## src/rtl/irq_ctrl_pkg.sv

```systemverilog
package irq_ctrl_pkg;

  typedef enum logic [1:0] {
    PORT_CMD  = 2'd0,
    PORT_DATA = 2'd1,
    PORT_TRIG = 2'd2,
    PORT_NONE = 2'd3
  } port_sel_e;

  typedef enum logic [1:0] {
    SETUP_IDLE = 2'd0,
    SETUP_BASE = 2'd1,
    SETUP_CASC = 2'd2
  } setup_st_e;

  // retire-command codes in bits 7:5
  localparam logic [2:0] RETIRE_LOWEST = 3'b001;
  localparam logic [2:0] RETIRE_INDEX  = 3'b011;

endpackage

```

## src/rtl/irq_req_latch.sv

```systemverilog
module irq_req_latch #(
  parameter int LINES = 8
) (
  input  logic             clk,
  input  logic             rst_n,
  input  logic [LINES-1:0] line_in,
  input  logic             clr_all,
  input  logic [LINES-1:0] ack_clr,
  output logic [LINES-1:0] pend_q
);

  logic [LINES-1:0] seen_q;
  logic [LINES-1:0] seen_d;
  logic [LINES-1:0] pend_d;

  for (genvar g = 0; g < LINES; g++) begin : g_cell
    always_comb begin
      seen_d[g] = seen_q[g];
      pend_d[g] = pend_q[g];
      if (!line_in[g]) begin
        seen_d[g] = 1'b0;
        pend_d[g] = 1'b0;
      end else if (!seen_q[g]) begin
        seen_d[g] = 1'b1;
        pend_d[g] = 1'b1;
      end
      if (ack_clr[g]) pend_d[g] = 1'b0;
      if (clr_all) begin
        seen_d[g] = 1'b0;
        pend_d[g] = 1'b0;
      end
    end
  end

  always_ff @(posedge clk or negedge rst_n) begin
    if (!rst_n) begin
      seen_q <= '0;
      pend_q <= '0;
    end else begin
      seen_q <= seen_d;
      pend_q <= pend_d;
    end
  end

  // a pending bit only appears after the input was high
  assert_pend_rise_needs_input_R6: assert property (@(posedge clk) disable iff (!rst_n)
    ((pend_q & ~$past(pend_q) & ~$past(line_in)) == '0));

  // a low input leaves no pending bit behind
  assert_low_input_clears_R6: assert property (@(posedge clk) disable iff (!rst_n)
    ((pend_q & ~$past(line_in)) == '0));

endmodule

```

## src/rtl/irq_arbiter.sv

```systemverilog
module irq_arbiter #(
  parameter int LINES = 8,
  localparam int IDX_W = $clog2(LINES)
) (
  input  logic [LINES-1:0] pend,
  input  logic [LINES-1:0] insvc,
  input  logic [LINES-1:0] mask,
  input  logic             smm,
  output logic             cand_ok,
  output logic [IDX_W-1:0] cand_idx
);

  logic [LINES-1:0] live;
  logic [LINES-1:0] svc_eff;
  logic             live_any;
  logic             svc_any;
  logic [IDX_W-1:0] svc_idx;

  always_comb begin
    live     = pend & ~mask;
    svc_eff  = smm ? (insvc & ~mask) : insvc;
    live_any = |live;
    svc_any  = |svc_eff;
    cand_idx = '0;
    svc_idx  = '0;
    for (int i = LINES - 1; i >= 0; i--) begin
      if (live[i])    cand_idx = IDX_W'(i);
      if (svc_eff[i]) svc_idx  = IDX_W'(i);
    end
    cand_ok = live_any && (!svc_any || (svc_idx > cand_idx));
  end

endmodule

```

## src/rtl/irq_regs.sv

```systemverilog
module irq_regs
  import irq_ctrl_pkg::*;
#(
  parameter int LINES = 8,
  localparam int IDX_W = $clog2(LINES)
) (
  input  logic             clk,
  input  logic             rst_n,
  input  logic             bus_wr,
  input  logic [1:0]       bus_sel,
  input  logic [LINES-1:0] bus_wdata,
  input  logic [LINES-1:0] pend,
  input  logic             ack_hit,
  input  logic [IDX_W-1:0] ack_idx,
  output logic [LINES-1:0] bus_rdata,
  output logic [LINES-1:0] mask_q,
  output logic [LINES-1:0] base_q,
  output logic [LINES-1:0] trig_q,
  output logic [LINES-1:0] insvc_q,
  output logic             smm_q,
  output logic             setup_start
);

  setup_st_e        st_q, st_d;
  logic             fourth_q, fourth_d;
  logic             autoeoi_q, autoeoi_d;
  logic             rdsvc_q, rdsvc_d;
  logic             smm_d;
  logic [LINES-1:0] mask_d, base_d, trig_d, insvc_d;
  logic             wr_cmd, wr_data, wr_trig;
  port_sel_e        sel;

  always_comb begin
    sel         = port_sel_e'(bus_sel);
    wr_cmd      = bus_wr && (sel == PORT_CMD);
    wr_data     = bus_wr && (sel == PORT_DATA);
    wr_trig     = bus_wr && (sel == PORT_TRIG);
    setup_start = wr_cmd && bus_wdata[4];
  end

  always_comb begin
    st_d      = st_q;
    fourth_d  = fourth_q;
    autoeoi_d = autoeoi_q;
    rdsvc_d   = rdsvc_q;
    smm_d     = smm_q;
    mask_d    = mask_q;
    base_d    = base_q;
    trig_d    = trig_q;
    insvc_d   = insvc_q;

    if (wr_cmd && !bus_wdata[4]) begin
      if (bus_wdata[3]) begin
        if (bus_wdata[1]) rdsvc_d = bus_wdata[0];
        if (bus_wdata[6]) smm_d   = bus_wdata[5];
      end else if (bus_wdata[7:5] == RETIRE_INDEX) begin
        insvc_d[bus_wdata[IDX_W-1:0]] = 1'b0;
      end else if (bus_wdata[7:6] == 2'b11) begin
        insvc_d = insvc_q;
      end else begin
        insvc_d = insvc_q & (insvc_q - LINES'(1));
      end
    end

    if (ack_hit && !autoeoi_q) insvc_d[ack_idx] = 1'b1;

    if (wr_data) begin
      unique case (st_q)
        SETUP_BASE: begin
          base_d = bus_wdata;
          st_d   = SETUP_CASC;
        end
        SETUP_CASC: st_d = SETUP_IDLE;
        default: begin
          if (fourth_q) begin
            autoeoi_d = bus_wdata[1];
            fourth_d  = 1'b0;
          end else begin
            mask_d = bus_wdata;
          end
        end
      endcase
    end

    if (wr_trig) trig_d = bus_wdata;

    if (setup_start) begin
      insvc_d   = '0;
      mask_d    = '1;
      autoeoi_d = 1'b1;
      fourth_d  = bus_wdata[0];
      st_d      = SETUP_BASE;
    end
  end

  always_ff @(posedge clk or negedge rst_n) begin
    if (!rst_n) begin
      st_q      <= SETUP_IDLE;
      fourth_q  <= 1'b0;
      autoeoi_q <= 1'b1;
      rdsvc_q   <= 1'b0;
      smm_q     <= 1'b0;
      mask_q    <= '1;
      base_q    <= '0;
      trig_q    <= '0;
      insvc_q   <= '0;
    end else begin
      st_q      <= st_d;
      fourth_q  <= fourth_d;
      autoeoi_q <= autoeoi_d;
      rdsvc_q   <= rdsvc_d;
      smm_q     <= smm_d;
      mask_q    <= mask_d;
      base_q    <= base_d;
      trig_q    <= trig_d;
      insvc_q   <= insvc_d;
    end
  end

  always_comb begin
    unique case (sel)
      PORT_CMD:  bus_rdata = rdsvc_q ? insvc_q : pend;
      PORT_DATA: bus_rdata = mask_q;
      PORT_TRIG: bus_rdata = trig_q;
      default:   bus_rdata = '0;
    endcase
  end

  // a set-up start leaves everything masked, nothing in service
  assert_setup_clears_R2: assert property (@(posedge clk) disable iff (!rst_n)
    setup_start |=> (mask_q == '1) && (insvc_q == '0) && autoeoi_q);

  // with auto end-of-interrupt an acknowledge adds no in-service bit
  assert_autoeoi_no_svc_R8: assert property (@(posedge clk) disable iff (!rst_n)
    (ack_hit && autoeoi_q) |=> ((insvc_q & ~$past(insvc_q)) == '0));

  // trigger mode changes only through its own port
  assert_trig_only_by_port_R11: assert property (@(posedge clk) disable iff (!rst_n)
    !wr_trig |=> $stable(trig_q));

endmodule

```

## src/rtl/irq_ctrl8.sv

```systemverilog
module irq_ctrl8 #(
  parameter int LINES = 8
) (
  input  logic             clk,
  input  logic             rst_n,
  input  logic             bus_wr,
  input  logic [1:0]       bus_sel,
  input  logic [LINES-1:0] bus_wdata,
  output logic [LINES-1:0] bus_rdata,
  input  logic [LINES-1:0] irq_lines,
  output logic             int_req,
  input  logic             int_ack,
  output logic [LINES-1:0] ack_vector
);

  localparam int IDX_W = $clog2(LINES);
  localparam logic [IDX_W-1:0] IDX_SPUR = IDX_W'(LINES - 1);

  logic [LINES-1:0] pend, insvc, mask, base, trig, ack_clr;
  logic             smm, setup_start, cand_ok, ack_hit;
  logic [IDX_W-1:0] cand_idx, ack_idx;
  logic             raised_q, raised_d;
  logic [IDX_W-1:0] line_q, line_d;

  irq_req_latch #(.LINES(LINES)) u_latch (
    .clk     (clk),
    .rst_n   (rst_n),
    .line_in (irq_lines),
    .clr_all (setup_start),
    .ack_clr (ack_clr),
    .pend_q  (pend)
  );

  irq_arbiter #(.LINES(LINES)) u_arb (
    .pend     (pend),
    .insvc    (insvc),
    .mask     (mask),
    .smm      (smm),
    .cand_ok  (cand_ok),
    .cand_idx (cand_idx)
  );

  irq_regs #(.LINES(LINES)) u_regs (
    .clk         (clk),
    .rst_n       (rst_n),
    .bus_wr      (bus_wr),
    .bus_sel     (bus_sel),
    .bus_wdata   (bus_wdata),
    .pend        (pend),
    .ack_hit     (ack_hit),
    .ack_idx     (ack_idx),
    .bus_rdata   (bus_rdata),
    .mask_q      (mask),
    .base_q      (base),
    .trig_q      (trig),
    .insvc_q     (insvc),
    .smm_q       (smm),
    .setup_start (setup_start)
  );

  always_comb begin
    ack_hit    = int_ack && raised_q && (pend != '0);
    ack_idx    = line_q;
    ack_clr    = (ack_hit && !trig[line_q]) ? (LINES'(1) << line_q) : '0;
    ack_vector = base | LINES'(ack_hit ? line_q : IDX_SPUR);
    int_req    = raised_q;

    raised_d = raised_q;
    line_d   = line_q;
    if (setup_start || int_ack) begin
      raised_d = 1'b0;
    end else if (!raised_q && cand_ok) begin
      raised_d = 1'b1;
      line_d   = cand_idx;
    end
  end

  always_ff @(posedge clk or negedge rst_n) begin
    if (!rst_n) begin
      raised_q <= 1'b0;
      line_q   <= '0;
    end else begin
      raised_q <= raised_d;
      line_q   <= line_d;
    end
  end

  // a raised request holds until acknowledged or set-up restarts
  assert_req_holds_R10: assert property (@(posedge clk) disable iff (!rst_n)
    (int_req && !int_ack && !setup_start) |=> int_req);

  // the cycle after an acknowledge the request is low
  assert_req_drops_after_ack_R10: assert property (@(posedge clk) disable iff (!rst_n)
    int_ack |=> !int_req);

  // an acknowledge with nothing pending leaves in-service untouched
  assert_spurious_keeps_svc_R9: assert property (@(posedge clk) disable iff (!rst_n)
    (int_ack && (pend == '0) && !bus_wr) |=> $stable(insvc));

endmodule

```

## config.mk

```make
export PLATFORM = sky130hd
export DESIGN_NAME = irq_ctrl8
export DESIGN_NICKNAME = d
export VERILOG_FILES = /design/src/rtl/irq_ctrl_pkg.sv /design/src/rtl/irq_req_latch.sv /design/src/rtl/irq_arbiter.sv /design/src/rtl/irq_regs.sv /design/src/rtl/irq_ctrl8.sv
export SDC_FILE = /design/constraint.sdc
export NUM_CORES = 1
export LEC_CHECK = 0
export ABC_AREA = 1
export BUFFER_PORTS_ARGS = -buffer_cell sky130_fd_sc_hd__buf_4
export CAP_MARGIN = 20
export CELL_PAD_IN_SITES_DETAIL_PLACEMENT = 1
export CELL_PAD_IN_SITES_GLOBAL_PLACEMENT = 2
export CORE_ASPECT_RATIO = 1.25
export CORE_MARGIN = 1
export CORE_UTILIZATION = 30
export CTS_CLUSTER_DIAMETER = 80
export DETAILED_ROUTE_END_ITERATION = 8
export PLACE_DENSITY = 0.76
export SETUP_SLACK_MARGIN = 0.1
export SYNTH_ARGS = -nofsm -noshare
export SYNTH_HDL_FRONTEND = slang
export SYNTH_SLANG_ARGS = --single-unit
```

## constraint.sdc

```tcl
create_clock -name clk -period 2.5 [get_ports clk]
set_clock_uncertainty 0.1 [all_clocks]
set_input_delay 0 -clock clk [delete_from_list [all_inputs] [get_ports clk]]
set_output_delay 0 -clock clk [all_outputs]
set_load 0.01 [all_outputs]
```

==> Word-level counts from Yosys, hierarchy flattened <==
Cells that the tools add are included.
{ "classes": {"div": 0, "eq_ne": 16, "addsub": 1, "n_reduce_logical": 37, "order_cmp": 5, "mul": 0, "bitwise": 9, "n_shift": 1, "muxes": 97} }
{ "op_table": {"columns": ["cell", "n"], "rows": [
  ["8-bit 2-to-1 mux", 13],
  ["1-bit 2-to-1 mux", 60],
  ["3-bit 2-to-1 mux", 17],
  ["8-bit bitwise AND", 4],
  ["4-bit inequality test (second input constant)", 8],
  ["8-bit one-hot mux with 3 select lines", 1],
  ["8-bit inverter", 2],
  ["8-bit OR reduction", 2],
  ["1-bit logical AND", 13],
  ["3-bit AND reduction", 4],
  ["3-bit by 4-bit less-than comparator with 1-bit output (second input constant)", 2],
  ["8-bit by 3-bit OR with 8-bit output", 1],
  ["8-bit OR", 1],
  ["2-bit AND reduction", 4],
  ["8-bit nonzero test", 1],
  ["1-bit by 3-bit left shift with 8-bit output (first input constant)", 1],
  ["8-bit by 1-bit subtractor with 8-bit output (second input constant)", 1],
  ["1-bit demux with 3-bit select", 2],
  ["2-bit == test (second input constant)", 3],
  ["3-bit by 1-bit >= comparator with 1-bit output (second input constant)", 2],
  ["2-bit nonzero test", 3],
  ["1-bit logical NOT", 5],
  ["2-bit by 1-bit == test with 1-bit output (second input constant)", 2],
  ["2-bit 2-to-1 mux", 2],
  ["other kinds (11)", 12]
]} }
{ "totals": {"elab_cells": 186, "latchBits": 0, "rom_bits": 0, "ramBits": 0, "output_inout_bits": 17, "ff_bits": 58, "n_memories": 0} }

==> Depth between registers and ports, before layout <==
{ "logic_depth": {"depth_word": 17, "depth_mapped": 17} }

==> Hierarchy <==
A second synthesis with hierarchy kept.
{ "unflattened": {"cells_unflattened": 495, "area_unflattened_um2": 3449.6} }
{ "by_module_without_submodules": {"columns": ["module", "seq_area_each_um2", "area_per_inst_um2", "instances", "cells_each"], "rows": [
  ["irq_regs", 962.2, 2020.7, 1, 271],
  ["irq_req_latch", 400.4, 658.1, 1, 74],
  ["irq_ctrl8", 100.1, 416.6, 1, 75],
  ["irq_arbiter", 0.0, 354.1, 1, 75]
]} }

==> Worst setup path after synthesis <==
OpenSTA, ideal clock, no wires.
{ "synth_timing": {"path_type": "reg-to-reg", "startpoint": "reg u_regs.mask_q[3]", "endpoint": "reg line_q[2], in the netlist ack_idx[2]", "path_buffers": 0, "stages_incl_launch_ff": 14, "setup_ns": 0.132, "setup_slack_ns": 0.522, "arrival_time_ns": 1.746, "required_ns": 2.268, "cell_sequence": "dfstp_2 inv_1 nand2_1 nand2_1 nor2_1 o21ai_0 ha_1 nand2_1 o21ai_0 nand2_1 nand2_1 nand3_2 nand2_1 o21ai_0"} }
{ "synth_via": {"elab_chain_cells": 12, "elab_cells_between_ends": 20, "classes_between": "1 x order compare; 9 x mux; 3 x bitwise; 7 x reduce/logical"} }
{ "synth_lines": {"columns": ["item", "line", "source"], "rows": [
  ["from (decl)", "irq_regs.sv:16", "output logic [LINES-1:0] mask_q,"],
  ["from (signal assigned)", "irq_regs.sv:113", "mask_q <= mask_d;"],
  ["8-bit inverter *", "irq_arbiter.sv:20, irq_arbiter.sv:21", null],
  ["8-bit bitwise AND", "irq_arbiter.sv:21", "svc_eff = smm ? (insvc & ~mask) : insvc;"],
  ["8-bit 2-to-1 mux", "irq_arbiter.sv:21", null],
  ["3-bit 2-to-1 mux (4 in series)", "irq_arbiter.sv:28", "if (svc_eff[i]) svc_idx = IDX_W'(i);"],
  ["3-bit > comparator", "irq_arbiter.sv:30", "cand_ok = live_any && (!svc_any || (svc_idx > cand_idx));"],
  ["1-bit logical OR", "irq_arbiter.sv:30", null],
  ["1-bit logical AND", "irq_arbiter.sv:30", null],
  ["1-bit logical AND", "irq_ctrl8.sv:72", "end else if (!raised_q && cand_ok) begin"],
  ["2-bit AND reduction (no line)", null, null],
  ["to (signal assigned)", "irq_ctrl8.sv:84", "line_q <= line_d;"],
  ["to (decl)", "irq_ctrl8.sv:23", "logic [IDX_W-1:0] line_q, line_d;"]
]} }
Mark *: on every way between the ends. The rest lies on a longest branch, timed or not.
A chain may end at the register's enable or synchronous reset.

==> Final worst setup path <==
{ "layout_timing": {"startpoint": "reg u_regs.mask_q[6]", "endpoint": "reg line_q[1], in the netlist ack_idx[1]"} }
{ "layout_via": {"elab_chain_cells": 15, "elab_cells_between_ends": 26, "classes_between": "1 x order compare; 15 x mux; 3 x bitwise; 7 x reduce/logical"} }
{ "layout_lines": {"columns": ["item", "line"], "rows": [
  ["8-bit inverter *", "irq_arbiter.sv:20, irq_arbiter.sv:21"],
  ["8-bit bitwise AND", "irq_arbiter.sv:21"],
  ["8-bit 2-to-1 mux", "irq_arbiter.sv:21"],
  ["3-bit 2-to-1 mux (7 in series)", "irq_arbiter.sv:28"],
  ["3-bit > comparator", "irq_arbiter.sv:30"],
  ["1-bit logical OR", "irq_arbiter.sv:30"],
  ["1-bit logical AND", "irq_arbiter.sv:30"],
  ["1-bit logical AND", "irq_ctrl8.sv:72"],
  ["2-bit AND reduction (no line)", null]
]} }
Marked as above.

==> qor.log <==
INFO  critical_path  cp.required=2.61ns
INFO  grt            number_of_global_route_vias_before_repair=3260
INFO  layout         final_layout_size_suffix_gt1_share=16.05%
INFO  layout         antenna_cells_inserted=0
INFO  critical_path  critical_path_launch_point_type=flop
INFO  layout         final_design_area_no_fill=0.004169sqmm
INFO  sta            max_slew_margin=47.93%
INFO  floorplanning  die_width=95.89um
INFO  power_and_ir_drop pwr-share-seq=34.8%
INFO  yosys          synth_enable_flop_cells=0
INFO  yosys          synth.distinct_cells=30
INFO  drt            drt-initial-drc-count=108
INFO  cts            clkLatencyLatePin=0.33ns
INFO  sta            timing.final.crit_period=2.194ns
INFO  sta            worst_hold_slack=0.01666ns
INFO  yosys          ys_seq_area_share=44.25%
INFO  cts            cts.clk_slew.worst_paths=0.05ns
INFO  cts            clkSinkCount=58
INFO  critical_path  critical_path_peak_fanout=6
INFO  yosys          synth-simple-area-share=28.99%
INFO  sta            setup-tns-final=0ns
INFO  sta            timing.final.crit_share=87.75%
INFO  yosys          synth.area.mux_share=0%
INFO  sta            rsz0062_at_grt=false
INFO  floorplanning  die_h=119.4um
INFO  yosys          ys_async_rst_share=100.0%
INFO  grt            track_usage=21.09%
INFO  layout         syn_to_final_growth=26.12%
INFO  power_and_ir_drop combinationalPowerShare=37.2%
INFO  cts            cts_buffers=9
INFO  sta            setup_viol=0
INFO  placement      placed_cells_incl_taps=615
INFO  power_and_ir_drop irDropWorstVdd=0.4643mV
INFO  yosys          synth_top_family_by_area=simple AND/OR/NAND/NOR gates
INFO  yosys          synthFlopType=sky130_fd_sc_hd__dfrtp_1
INFO  critical_path  critical_path_class=reg -> reg
INFO  floorplanning  num_rows=42
INFO  sta            timing.final.hold_violations=0
INFO  floorplanning  full_die_area=0.01145sqmm
INFO  drt            routed_wire_length_per_instance=16.68um
INFO  yosys          yosys.area_share.xor_xnor=0%
INFO  drt            drc_errors=0
INFO  critical_path  end_kind=flop
INFO  grt            grt_antenna_before_repair=0
INFO  floorplanning  num_io_pins=39
INFO  sta            tightestPinTransition=0.7810ns
INFO  placement      detailed_place.area=0.003681sqmm
INFO  yosys          synth_nets=484
INFO  floorplanning  effective_utilization_at_floorplan=30.99%
INFO  cts            cts_tree=done
INFO  layout         nets=539
INFO  drt            wirelength=10830um
INFO  yosys          adder_cell_fraction_of_synth_area=1.893%
INFO  sta            fmaxAchievable=455.8MHz
INFO  floorplanning  core=0.01067sqmm
INFO  power_and_ir_drop switch_pwr=1708uW
INFO  yosys          ys_ff_latch=58
INFO  critical_path  crit_arrival=2.30ns
INFO  grt            grt_pass1_wl=17590um
INFO  yosys          synth_compound_area_share=14.76%
INFO  drt            router_iterations_before_antenna_repair=4
INFO  cts            htree_levels=3
INFO  outcome        run_status=finished clean
INFO  sta            drv_slew=0
INFO  drt            ant_nets=0
INFO  layout         final_cells=649
INFO  yosys          yosys.cell_count.top_type=sky130_fd_sc_hd__nand2_1
INFO  yosys          synth_largest_type_area_fraction=37.09%
INFO  drt            detail_route.vias_per_cell=4.888
INFO  yosys          synth_top_cells_by_area=sky130_fd_sc_hd__dfrtp_1 37%, sky130_fd_sc_hd__nand2_1 16%, sky130_fd_sc_hd__o21ai_0 7.9%
INFO  grt            grt_start_max_net_pins=59
INFO  worst_hold_path holdCritPathClass=in -> reg
INFO  placement      io_buffer_count=38
INFO  yosys          synth.avg_cell_area=7.233squm
INFO  power_and_ir_drop power.switching_fraction=38.33%
INFO  yosys          netlist.top_cell.by_area=sky130_fd_sc_hd__dfrtp_1
INFO  power_and_ir_drop internal_power=2747uW
INFO  grt            total_overflow_reported_by_the_global_router=0
INFO  yosys          post_synth_instance_area=0.003306sqmm
INFO  yosys          postSynthCellCount=457
INFO  drt            via_count=3172
INFO  yosys          synth_common_cells=138 x sky130_fd_sc_hd__nand2_1, 60 x sky130_fd_sc_hd__inv_1, 52 x sky130_fd_sc_hd__o21ai_0
INFO  run            max_cap_violations=0
INFO  cts            cts.path.max_buffers=2
INFO  power_and_ir_drop total_leakage_power=0.002087uW
INFO  power_and_ir_drop power_frac_clock=28.0%
INFO  cts            clockRootBuffer=sky130_fd_sc_hd__clkbuf_16
INFO  placement      weighted_congestion_reported_at_the_end_of_routability_driven_placement=0.8424
INFO  power_and_ir_drop p_per_area=1069mW/mm^2
INFO  placement      dp.final_hpwl=8347um
INFO  yosys          yosysWarnings=0
layout by cell type, fill, tap and decap left out, types with 2 or more instances in the layout:
cell type                         n
sky130_fd_sc_hd__nand2_1        136
sky130_fd_sc_hd__inv_1           60
sky130_fd_sc_hd__o21ai_0         50
sky130_fd_sc_hd__dfrtp_1         49
sky130_fd_sc_hd__nor2_1          43
sky130_fd_sc_hd__buf_4           42
sky130_fd_sc_hd__nand3_1         24
sky130_fd_sc_hd__a21oi_1         19
sky130_fd_sc_hd__dlygate4sd3_1   17
sky130_fd_sc_hd__clkbuf_16        9
sky130_fd_sc_hd__dfstp_2          9
sky130_fd_sc_hd__o221ai_1         8
sky130_fd_sc_hd__nand4_1          8
sky130_fd_sc_hd__ha_1             5
sky130_fd_sc_hd__nand2_2          4
sky130_fd_sc_hd__nor3_1           4
sky130_fd_sc_hd__o21ai_1          4
sky130_fd_sc_hd__nor2_2           3
sky130_fd_sc_hd__or2_2            3
sky130_fd_sc_hd__clkinv_2         3
sky130_fd_sc_hd__clkinv_1         2
sky130_fd_sc_hd__nand3_2          2
sky130_fd_sc_hd__o22ai_1          2
sky130_fd_sc_hd__clkbuf_8         2
metal layers:
layer | wire, um | track usage [%] | up-vias
li1 | - | - | 1578
met1 | 5055 | 28.69 | 1525
met2 | 5192 | 32.59 | 51
met3 | 277 | 3.640 | 18
met4 | 303 | 9.049 | 0
met5 | 0 | 0 | -
final timing paths:
check,depth (start not counted),slack [ns],startpoint,end
setup / recovery,12,0.31,u_regs.mask_q[6]$_DFFE_PN1P_,ack_idx[1]$_DFFE_PN0P_
hold / removal,3,0.02,bus_wdata[1],u_regs.trig_q[1]$_DFFE_PN0P_
setup reg to reg,12,0.31,u_regs.mask_q[6]$_DFFE_PN1P_,ack_idx[1]$_DFFE_PN0P_
hold reg to reg,2,0.39,u_regs.base_q[4]$_DFFE_PN0P_,u_regs.base_q[4]$_DFFE_PN0P_
max in group asynchronous,2,1.59,rst_n,u_latch.seen_q[2]$_DFF_PN0_
min in group asynchronous,2,0.18,rst_n,u_regs.insvc_q[6]$_DFF_PN0_
power by group through the flow:
stage / sequential (uW) / clock, uW / combinational [uW]
after global placement: 1570 / 0 / 1560
after floorplan: 1430 / 0 / 1170
final: 1550 / 1250 / 1660
after CTS: 1550 / 1280 / 1640
after global routing: 1590 / 1310 / 1900
after detailed placement: 1570 / 0 / 1610
registers in the layout (all words and copies together), names as in the netlist:
name	count
u_latch.pend_q	8
u_latch.seen_q	8
u_regs.base_q	8
u_regs.insvc_q	8
u_regs.mask_q	8
u_regs.trig_q	8
ack_idx	3
u_regs.st_q	2
int_req	1
u_regs.autoeoi_q	1
u_regs.fourth_q	1
u_regs.rdsvc_q	1
u_regs.smm_q	1
critical path, cell delays in order, from the launching register on:
cell and delay, ns:
sky130_fd_sc_hd__dfstp_2 0.53, sky130_fd_sc_hd__inv_1 0.09, sky130_fd_sc_hd__nand2_1 0.09, sky130_fd_sc_hd__o21ai_0 0.13, sky130_fd_sc_hd__o21ai_1 0.22, sky130_fd_sc_hd__ha_1 0.29
sky130_fd_sc_hd__buf_4 0.14, sky130_fd_sc_hd__nand3_1 0.05, sky130_fd_sc_hd__nand2_1 0.06, sky130_fd_sc_hd__nand2_1 0.09, sky130_fd_sc_hd__nand3_2 0.11, sky130_fd_sc_hd__nand2_1 0.08
sky130_fd_sc_hd__o21ai_0 0.08
logic make-up after synthesis:
kind of cell	after synthesis
buffers and inverters	78
DFF	58
and+or+nand+nor	229
AOI/OAI and AO/OA	87
adders and majority gates	5
area by class of cell:
type	count	area [sq um]
Fill cell	1324	6499
Multi-Input combinational cell	321	1514
Sequential cell	58	1463
Timing Repair Buffer	59	485.5
Clock buffer	11	252.7
Inverter	63	236.5
Tap cell	132	165.2
Clock inverter	5	52.55
per-stage QoR:
| step | setup WS [ns] | utilization [%] | power (uW) |
|---|---|---|---|
| floorplan | 0.5219 | - | 2606 |
| global placement | 0.2696 | 34.51 | 3134 |
| detailed placement | 0.2100 | 34.51 | 3180 |
| CTS | 0.2033 | 38.96 | 4479 |
| global route | 0.1174 | 39.08 | 4801 |
| finish | 0.3062 | 39.08 | 4455 |
repair_timing:
action	in CTS	in global routing
gates resized for setup	0	4
hold buffers	17	0
setup buffers	0	1
hold endpoints to repair	87	0
endpoints found under the setup margin	0	4
Note: power is estimated with default switching activity, not from simulation.
